==> src/rtl/sfr_pkg.sv <==
package sfr_pkg;
  localparam int FRAME_BITS = 24;
  localparam int PH_W       = $clog2(FRAME_BITS);
  localparam int RSP_BITS   = 9;

  typedef struct packed {
    logic [3:0]  opcode;
    logic [1:0]  slot;
    logic [1:0]  chan;
    logic [15:0] data;
  } frame_t;

  // advance the bit position within a frame, wrapping after the last bit
  function automatic logic [PH_W-1:0] phase_step(input logic [PH_W-1:0] p);
    return (p == PH_W'(FRAME_BITS - 1)) ? '0 : p + 1'b1;
  endfunction

  // a frame is taken only at a whole-frame boundary after at least one frame
  function automatic logic frame_accept(input logic [PH_W-1:0] p, input logic full);
    return full && (p == '0);
  endfunction

  function automatic frame_t split_frame(input logic [FRAME_BITS-1:0] w);
    frame_t f;
    f.opcode = w[23:20];
    f.slot   = w[19:18];
    f.chan   = w[17:16];
    f.data   = w[15:0];
    return f;
  endfunction
endpackage

==> src/rtl/sfr_sync.sv <==
module sfr_sync #(
  parameter int   STAGES    = 2,
  parameter logic RESET_VAL = 1'b0
) (
  input  logic clk,
  input  logic rst_n,
  input  logic din,
  output logic dout
);
  logic [STAGES-1:0] ff;

  always_ff @(posedge clk or negedge rst_n) begin
    if (!rst_n) ff <= {STAGES{RESET_VAL}};
    else        ff <= {ff[STAGES-2:0], din};
  end

  assign dout = ff[STAGES-1];
endmodule

==> src/rtl/sfr_shifter.sv <==
module sfr_shifter
  import sfr_pkg::*;
#(
  parameter int RB = RSP_BITS
) (
  input  logic                  clk,
  input  logic                  rst_n,
  input  logic                  sclk_s,
  input  logic                  csn_s,
  input  logic                  mosi_s,
  input  logic                  rsp_valid,
  input  logic [RB-1:0]         rsp_data,
  output logic                  sdo_bit,
  output logic                  sdo_en,
  output logic                  frame_valid,
  output logic [FRAME_BITS-1:0] frame_word
);
  logic sclk_q, csn_q;
  logic armed, full_seen;
  logic [PH_W-1:0] bit_phase;
  logic [FRAME_BITS-1:0] sr;

  // named internal events
  wire sclk_rise = sclk_s & ~sclk_q;
  wire sclk_fall = ~sclk_s & sclk_q;
  wire cs_fall   = ~csn_s & csn_q;
  wire cs_rise   = csn_s & ~csn_q;
  wire active    = armed & ~csn_s;
  wire shift_en  = active & sclk_rise;
  wire rsp_load  = rsp_valid & csn_s;
  wire accept    = cs_rise & armed & frame_accept(bit_phase, full_seen);

  always_ff @(posedge clk or negedge rst_n) begin
    if (!rst_n) begin
      sclk_q <= 1'b0;
      csn_q  <= 1'b0;
    end else begin
      sclk_q <= sclk_s;
      csn_q  <= csn_s;
    end
  end

  always_ff @(posedge clk or negedge rst_n) begin
    if (!rst_n) armed <= 1'b0;
    else if (cs_fall) armed <= 1'b1;
  end

  always_ff @(posedge clk or negedge rst_n) begin
    if (!rst_n) begin
      bit_phase <= '0;
      full_seen <= 1'b0;
    end else if (cs_fall) begin
      bit_phase <= '0;
      full_seen <= 1'b0;
    end else if (shift_en) begin
      bit_phase <= phase_step(bit_phase);
      if (bit_phase == PH_W'(FRAME_BITS - 1)) full_seen <= 1'b1;
    end
  end

  always_ff @(posedge clk or negedge rst_n) begin
    if (!rst_n) sr <= '0;
    else if (shift_en) sr <= {sr[FRAME_BITS-2:0], mosi_s};
    else if (rsp_load) sr <= {{(FRAME_BITS-RB){1'b0}}, rsp_data};
  end

  always_ff @(posedge clk or negedge rst_n) begin
    if (!rst_n) sdo_bit <= 1'b1;
    else if (cs_fall || (active && sclk_fall)) sdo_bit <= sr[FRAME_BITS-1];
  end

  always_ff @(posedge clk or negedge rst_n) begin
    if (!rst_n) begin
      frame_valid <= 1'b0;
      frame_word  <= '0;
    end else begin
      frame_valid <= accept;
      if (accept) frame_word <= sr;
    end
  end

  assign sdo_en = active;


  frame_pulse_chk: assert property (@(posedge clk) disable iff (!rst_n)
    frame_valid |=> !frame_valid);

  frame_count_chk: assert property (@(posedge clk) disable iff (!rst_n)
    frame_valid |-> (bit_phase == '0 && full_seen));

  frame_armed_chk: assert property (@(posedge clk) disable iff (!rst_n)
    frame_valid |-> armed);

  rsp_load_chk: assert property (@(posedge clk) disable iff (!rst_n)
    rsp_load |=> (sr[RB-1:0] == $past(rsp_data)));

  sdo_hold_chk: assert property (@(posedge clk) disable iff (!rst_n)
    (active && !sclk_fall && !cs_fall) |=> $stable(sdo_bit));
endmodule

==> src/rtl/spi_frame_rx.sv <==
module spi_frame_rx
  import sfr_pkg::*;
#(
  parameter int SYNC_STAGES = 2,
  parameter int RB          = RSP_BITS
) (
  input  logic          clk,
  input  logic          rst_n,
  input  logic          spi_sclk,
  input  logic          spi_csn,
  input  logic          spi_sdi,
  output logic          sdo_pull_low,
  output logic          frame_valid,
  output logic [3:0]    frame_opcode,
  output logic [1:0]    frame_slot,
  output logic [1:0]    frame_chan,
  output logic [15:0]   frame_data,
  input  logic          rsp_valid,
  input  logic [RB-1:0] rsp_data
);
  logic sclk_s, csn_s, mosi_s;
  logic sdo_bit, sdo_en;
  logic [FRAME_BITS-1:0] frame_word;
  frame_t fields;

  sfr_sync #(.STAGES(SYNC_STAGES), .RESET_VAL(1'b0)) u_sync_sclk (
    .clk(clk), .rst_n(rst_n), .din(spi_sclk), .dout(sclk_s));
  // reset to "selected" so that only a genuine high-to-low transition arms
  sfr_sync #(.STAGES(SYNC_STAGES), .RESET_VAL(1'b0)) u_sync_csn (
    .clk(clk), .rst_n(rst_n), .din(spi_csn), .dout(csn_s));
  sfr_sync #(.STAGES(SYNC_STAGES), .RESET_VAL(1'b0)) u_sync_sdi (
    .clk(clk), .rst_n(rst_n), .din(spi_sdi), .dout(mosi_s));

  sfr_shifter #(.RB(RB)) u_shifter (
    .clk(clk), .rst_n(rst_n),
    .sclk_s(sclk_s), .csn_s(csn_s), .mosi_s(mosi_s),
    .rsp_valid(rsp_valid), .rsp_data(rsp_data),
    .sdo_bit(sdo_bit), .sdo_en(sdo_en),
    .frame_valid(frame_valid), .frame_word(frame_word));

  assign fields       = split_frame(frame_word);
  assign frame_opcode = fields.opcode;
  assign frame_slot   = fields.slot;
  assign frame_chan   = fields.chan;
  assign frame_data   = fields.data;
  assign sdo_pull_low = sdo_en & ~sdo_bit;


  sdo_released_chk: assert property (@(posedge clk) disable iff (!rst_n)
    csn_s |-> !sdo_pull_low);
endmodule

==> config.mk <==
export PLATFORM = sky130hd
export DESIGN_NAME = spi_frame_rx
export DESIGN_NICKNAME = d
export VERILOG_FILES = /design/src/rtl/sfr_pkg.sv /design/src/rtl/sfr_sync.sv /design/src/rtl/sfr_shifter.sv /design/src/rtl/spi_frame_rx.sv
export SDC_FILE = /design/constraint.sdc
export NUM_CORES = 1
export LEC_CHECK = 0
export BUFFER_PORTS_ARGS = -buffer_cell sky130_fd_sc_hd__buf_4
export CAP_MARGIN = 20
export CORE_MARGIN = 3
export CORE_UTILIZATION = 50
export CTS_CLUSTER_SIZE = 25
export DETAILED_ROUTE_END_ITERATION = 16
export GPL_TIMING_DRIVEN = 0
export PLACE_DENSITY_LB_ADDON = 0.1
export SLEW_MARGIN = 20
export SYNTH_ARGS = -nofsm -noshare
export SYNTH_HDL_FRONTEND = slang
export SYNTH_SLANG_ARGS = --single-unit
export TNS_END_PERCENT = 5
==> constraint.sdc <==
create_clock -name clk -period 2.1 [get_ports clk]
set_clock_uncertainty 0.1 [all_clocks]
set_input_delay 0.42 -clock clk [delete_from_list [all_inputs] [get_ports clk]]
set_output_delay 0.42 -clock clk [all_outputs]
set_load 0.005 [all_outputs]
* Word-level counts from Yosys, hierarchy flattened *
Cells that the tools add are included.

word-level totals
  register bits = 65
  word-level logic and storage cells = 45
  bits of input ports = 15

cells by class
  add/sub/neg operators = 1
  muxes and demuxes = 8
  equal/unequal tests = 1
  bitwise logic cells = 15
  reductions and logical operators = 8

operator list
  operator                                      count
  two-way mux 24 bit                            2
  two-way mux 5 bit                             3
  bitwise AND 1 bit                             10
  nonzero test 2 bit                            3
  adder 5 x 1 -> 5 bit (second input constant)  1
  == test 5 bit (second input constant)         1
  logical NOT 5 bit                             1
  NOT 1 bit                                     5
  two-way mux 1 bit                             3
  logical AND 1 bit                             2
  AND reduction 2 bit                           1
  logical OR 1 bit                              1

* Longest topological paths before layout *
  depth in word-level cells = 5
  gate-level depth with buffers = 6
  gate-level depth less buffers = 5

* Hierarchy *
From an unflattened synthesis, not the netlist that was laid out.

unflattened totals
  cells, all modules = 205
  area, all modules = 2582.5 µm²

by module, submodules not included
  module        cells each  area each (µm²)  times used  seq. area each (µm²)
  sfr_shifter   198         2418.6           1           1477.7
  sfr_sync      2           50.0             3           50.0
  spi_frame_rx  1           13.8             1           0.0

* Worst setup path before layout *
No wires, ideal clock.

  path kind = register to register
  start point = register u_shifter.bit_phase[0]
  end point = register u_shifter.frame_word[10]
  arrival time = 1.468 ns
  setup time = 0.125 ns
  slack = 0.407 ns
  cell stages (with the launch flop) = 7
  cell sequence = dfrtp_1 -> inv_1 -> ha_1 -> nor4b_4 -> nand4b_4 -> buf_6 -> mux2_4

between the ends
  cells in the longest elaborated chain, start to end = 3

ends and longest elaborated chain
  what                      RTL line           source
  start: declaration        sfr_shifter.sv:20  logic [PH_W-1:0] bit_phase;
  start signal: assignment  sfr_shifter.sv:56  bit_phase <= phase_step(bit_phase);
  logical NOT 5 bit         sfr_pkg.sv:20      return full && (p == '0);
  logical AND 1 bit         sfr_pkg.sv:20
  bitwise AND 1 bit         sfr_shifter.sv:31  wire accept = cs_rise & armed & frame_accept(bit_phase, full_seen);
  end signal: assignment    sfr_shifter.sv:78  if (accept) frame_word <= sr;
  end: declaration          sfr_shifter.sv:16  output logic [FRAME_BITS-1:0] frame_word

Every way passes these cells.
A chain may end at the register's enable or synchronous reset.

* Final worst setup path *
  start point = register u_sync_csn.ff[1]
  end point = output port sdo_pull_low

between the ends
  cells in the longest elaborated chain, start to end = 3

ends and longest elaborated chain
  what                      RTL line            source
  start: declaration        sfr_sync.sv:10      logic [STAGES-1:0] ff;
  start signal: assignment  sfr_sync.sv:13      if (!rst_n) ff <= {STAGES{RESET_VAL}};
  start signal: assignment  sfr_sync.sv:14      else ff <= {ff[STAGES-2:0], din};
  NOT 1 bit                 sfr_shifter.sv:28   wire active = armed & ~csn_s;
  bitwise AND 1 bit         sfr_shifter.sv:28
  bitwise AND 1 bit         spi_frame_rx.sv:46  assign sdo_pull_low = sdo_en & ~sdo_bit;
  end: declaration          spi_frame_rx.sv:12  output logic sdo_pull_low,

Every way passes these cells.

==> results.md <==
* Total Routing Usage GR at 17.61%
* Core Area at 0.004942 sq mm
* CTS Buf Count at 9
* DRT antenna net count at 0
* DR DRC count at 0
* Tightest Hold Check Type: input port to async pin
* Clock buffer depth at 2
* Die Height at 79.04 um
* Crit Path Max Fanout at 10
* Placer Congestion at 0.7575
* Via count at 1688
* Syn Area/Cell at 13.08 sq um
* CP Data Arrival Time at ~1500 ps
* Clock sinks at 65
* Reg-to-Reg Start: u_shifter.bit_phase[0]
* Fmax at 500.3 MHz
* Diodes inserted at 0
* Fin nets at roughly 270
* PwrDens at between 800 and 900 mW/mm^2
* Number of synthesized flops with an enable pin at 0
* Synth warn at 0
* Post-DP HPWL at about 3200 um
* Synth async-reset ratio at 100.0%
* Initial Util at 53.97%
* Post-DR vias/cell at 5.162
* Number of port buffers at 40
* Critical path's top delay family: buffers and inverters
* I/O pin total at 41
* Clock root buffer master: clkbuf_8
* Layout area overhead at 23.22%
* Layout Cells excl Fill at around 330
* Synthesized cell area at around 0.0027 sq mm
* Setup TNS at 0 ps
* DR WL met2 at 2300 um
* Hold buffer count at CTS at 0
* Synth top area cells: dfrtp_1, mux2_4, nand2_1
* Max Slew Vio Count at 0
* Clk pin slew, worst setup/hold paths at 60 ps
* Setup crit end kind: output pin
* Final wirelength at 4940 um
* Vias in the first global route at 1668
* DR WL/cell at around 15 um
* Max Cap Violations at 0
* Final hold vios at 0
* Grt total ovfl at 0
* Slowest-stage cell, CP: dfrtp_1
* Fin util at 66.51%
* Period Utilization, post-route at 95.19%
* Seq/Total Area, Yosys at 61.02%
* CP Launch Type: flip-flop
* Global-route wire length before repair at 8224 um
* RSZ-0062 raised after global routing: no
* #FFs+latches synth at 65
* Die width at 79.04 um
* # rows at 25
* CP Buf/Inv Count at 3
* Maximum number of pins on one net before global-route repair at 66
* Slew of the pin with the lowest slew margin at approximately 800 ps
* Worst Path Class, Setup: flip-flop to output pin
* Leak at 1.686 nW
* Met1 WL at ~2300 um
* Layout cell share with drive strength beyond 1 at 35.38%
* DR iter-0 viols at 73
* Synth area leader: dfrtp_1
* CTS H-Tree Depth at 3
* Crit path largest cell delay at 370 ps
* Crit path from: u_sync_csn.ff[1]
* Final setup vio count at 0
* Netlist cell types at 33
* CTS tree: done
* Rel. slew slack at 47.02%
* Status: finished, final reports clean
* Worst-skew pair later-pin latency at 340 ps
* Met3 WL post-DR at 229 um
* Dpl cells at roughly 310
* CP Cell Sequence: buf_2 > clkbuf_1 > nor3b_2 > buf_4
* WP data required at 1580 ps
* Pre-antenna DRT Iters at 4
* Top layer in use: met4
* Post-layout min period at 1999 ps
* Net Count, Synth at 221
* Initial antenna violation count at 0
* Post-CTS setup buffer count at 0
* CTS resizes at 0
* Primary FF master, synth: dfrtp_1
* Die area at between 0.006 and 0.007 sq mm
* Syn Inst Count at between 200 and 250
* Peak supply drop at 0.5641 mV
* Synth top area share at 60.04%
==> path summary, 6_finish.rpt <==
path / endpoint / slack [ps] / cells past startpoint
max in group asynchronous: u_shifter.sr[23] / 1310 / 1
hold reg to reg: u_sync_sdi.ff[1] / 250 / 0
setup / recovery: sdo_pull_low / 100 / 4
setup reg to reg: u_shifter.frame_word[15] / 240 / 6
min in group clk: u_sync_csn.ff[0] / 90 / 1
hold / removal: u_shifter.frame_word[3] / 70 / 1
==> cell usage after synthesis, types with 2 or more instances <==
library cell	number
a21oi_1	2
o21ai_0	18
nand3b_1	2
nand3_1	5
nand2_1	33
clkbuf_1	4
nor2_1	2
and3_1	9
ha_1	2
inv_1	5
mux2_2	6
buf_6	2
dfrtp_1	64
mux2_4	19
buf_2	4
a221o_1	9
nand2b_1	2
==> where the power goes <==
group / total (W) / switching (W) / internal, W
clock network: 0.00120 / 0.000463 / 0.000733
registers: 0.00133 / 0.0000355 / 0.00130
logic: 0.000140 / 0.0000758 / 0.0000646
==> registers in the layout (all words and copies together), names as in the netlist <==
signal and count:
u_shifter.armed 1, u_shifter.bit_phase 5, u_shifter.csn_q 1, u_shifter.frame_valid 1, u_shifter.frame_word 24, u_shifter.full_seen 1
u_shifter.sclk_q 1, u_shifter.sdo_bit 1, u_shifter.sr 24, u_sync_csn.ff 2, u_sync_sclk.ff 2, u_sync_sdi.ff 2
==> per-layer routing <==
layer	vias up	track usage, %
li1	819	-
met1	823	23.30
met2	38	27.02
met3	8	5.102
met4	0	7.732
met5	-	0
==> through the flow <==
step	total power, W	cell area (sq um)	hold slack [ps]	setup WS (ps)
after floorplan	0.001422	2668	24.41	406.8
after global routing	0.002784	3287	68.57	20.07
after global placement	0.001492	3052	233.9	266.3
after CTS	0.002702	3282	74.79	50.34
after detailed placement	0.001495	3052	235.5	233.6
final	0.002668	3287	66.70	101.1
==> cells by family (layout without fill, tap and decap cells) <==
kind of cell    count (synthesis)  count (layout)  synth area share [%]
compound gates                 32              32                 7.974
xor+xnor                        1               1                0.3284
fa+ha+maj                       2               2                0.9379
buf+inv                        16              72                 3.143
flops                          65              65                 61.02
mux                            26              26                 13.60
simple gates                   62              62                 12.99
==> placed cells by master, fill, tap and decap left out, types with 4 or more instances in the layout <==
cell and n:
a221o_1 9, and3_1 9, buf_2 4, buf_4 41, clkbuf_1 5, clkbuf_8 11
dfrtp_1 64, inv_1 5, mux2_2 6, mux2_4 19, nand2_1 33, nand3_1 5
o21ai_0 18
==> layout make-up <==
type	instances	area [sq um]
Multi-Input combinational cell	123	960.9
Sequential cell	65	1628
Clock inverter	4	75.07
Clock buffer	12	155.1
Timing Repair Buffer	40	300.3
Inverter	5	18.77
Fill cell	398	1655
Buffer	11	65.06
Tap cell	67	83.83
No activity file was read; power rests on OpenSTA's default activity.
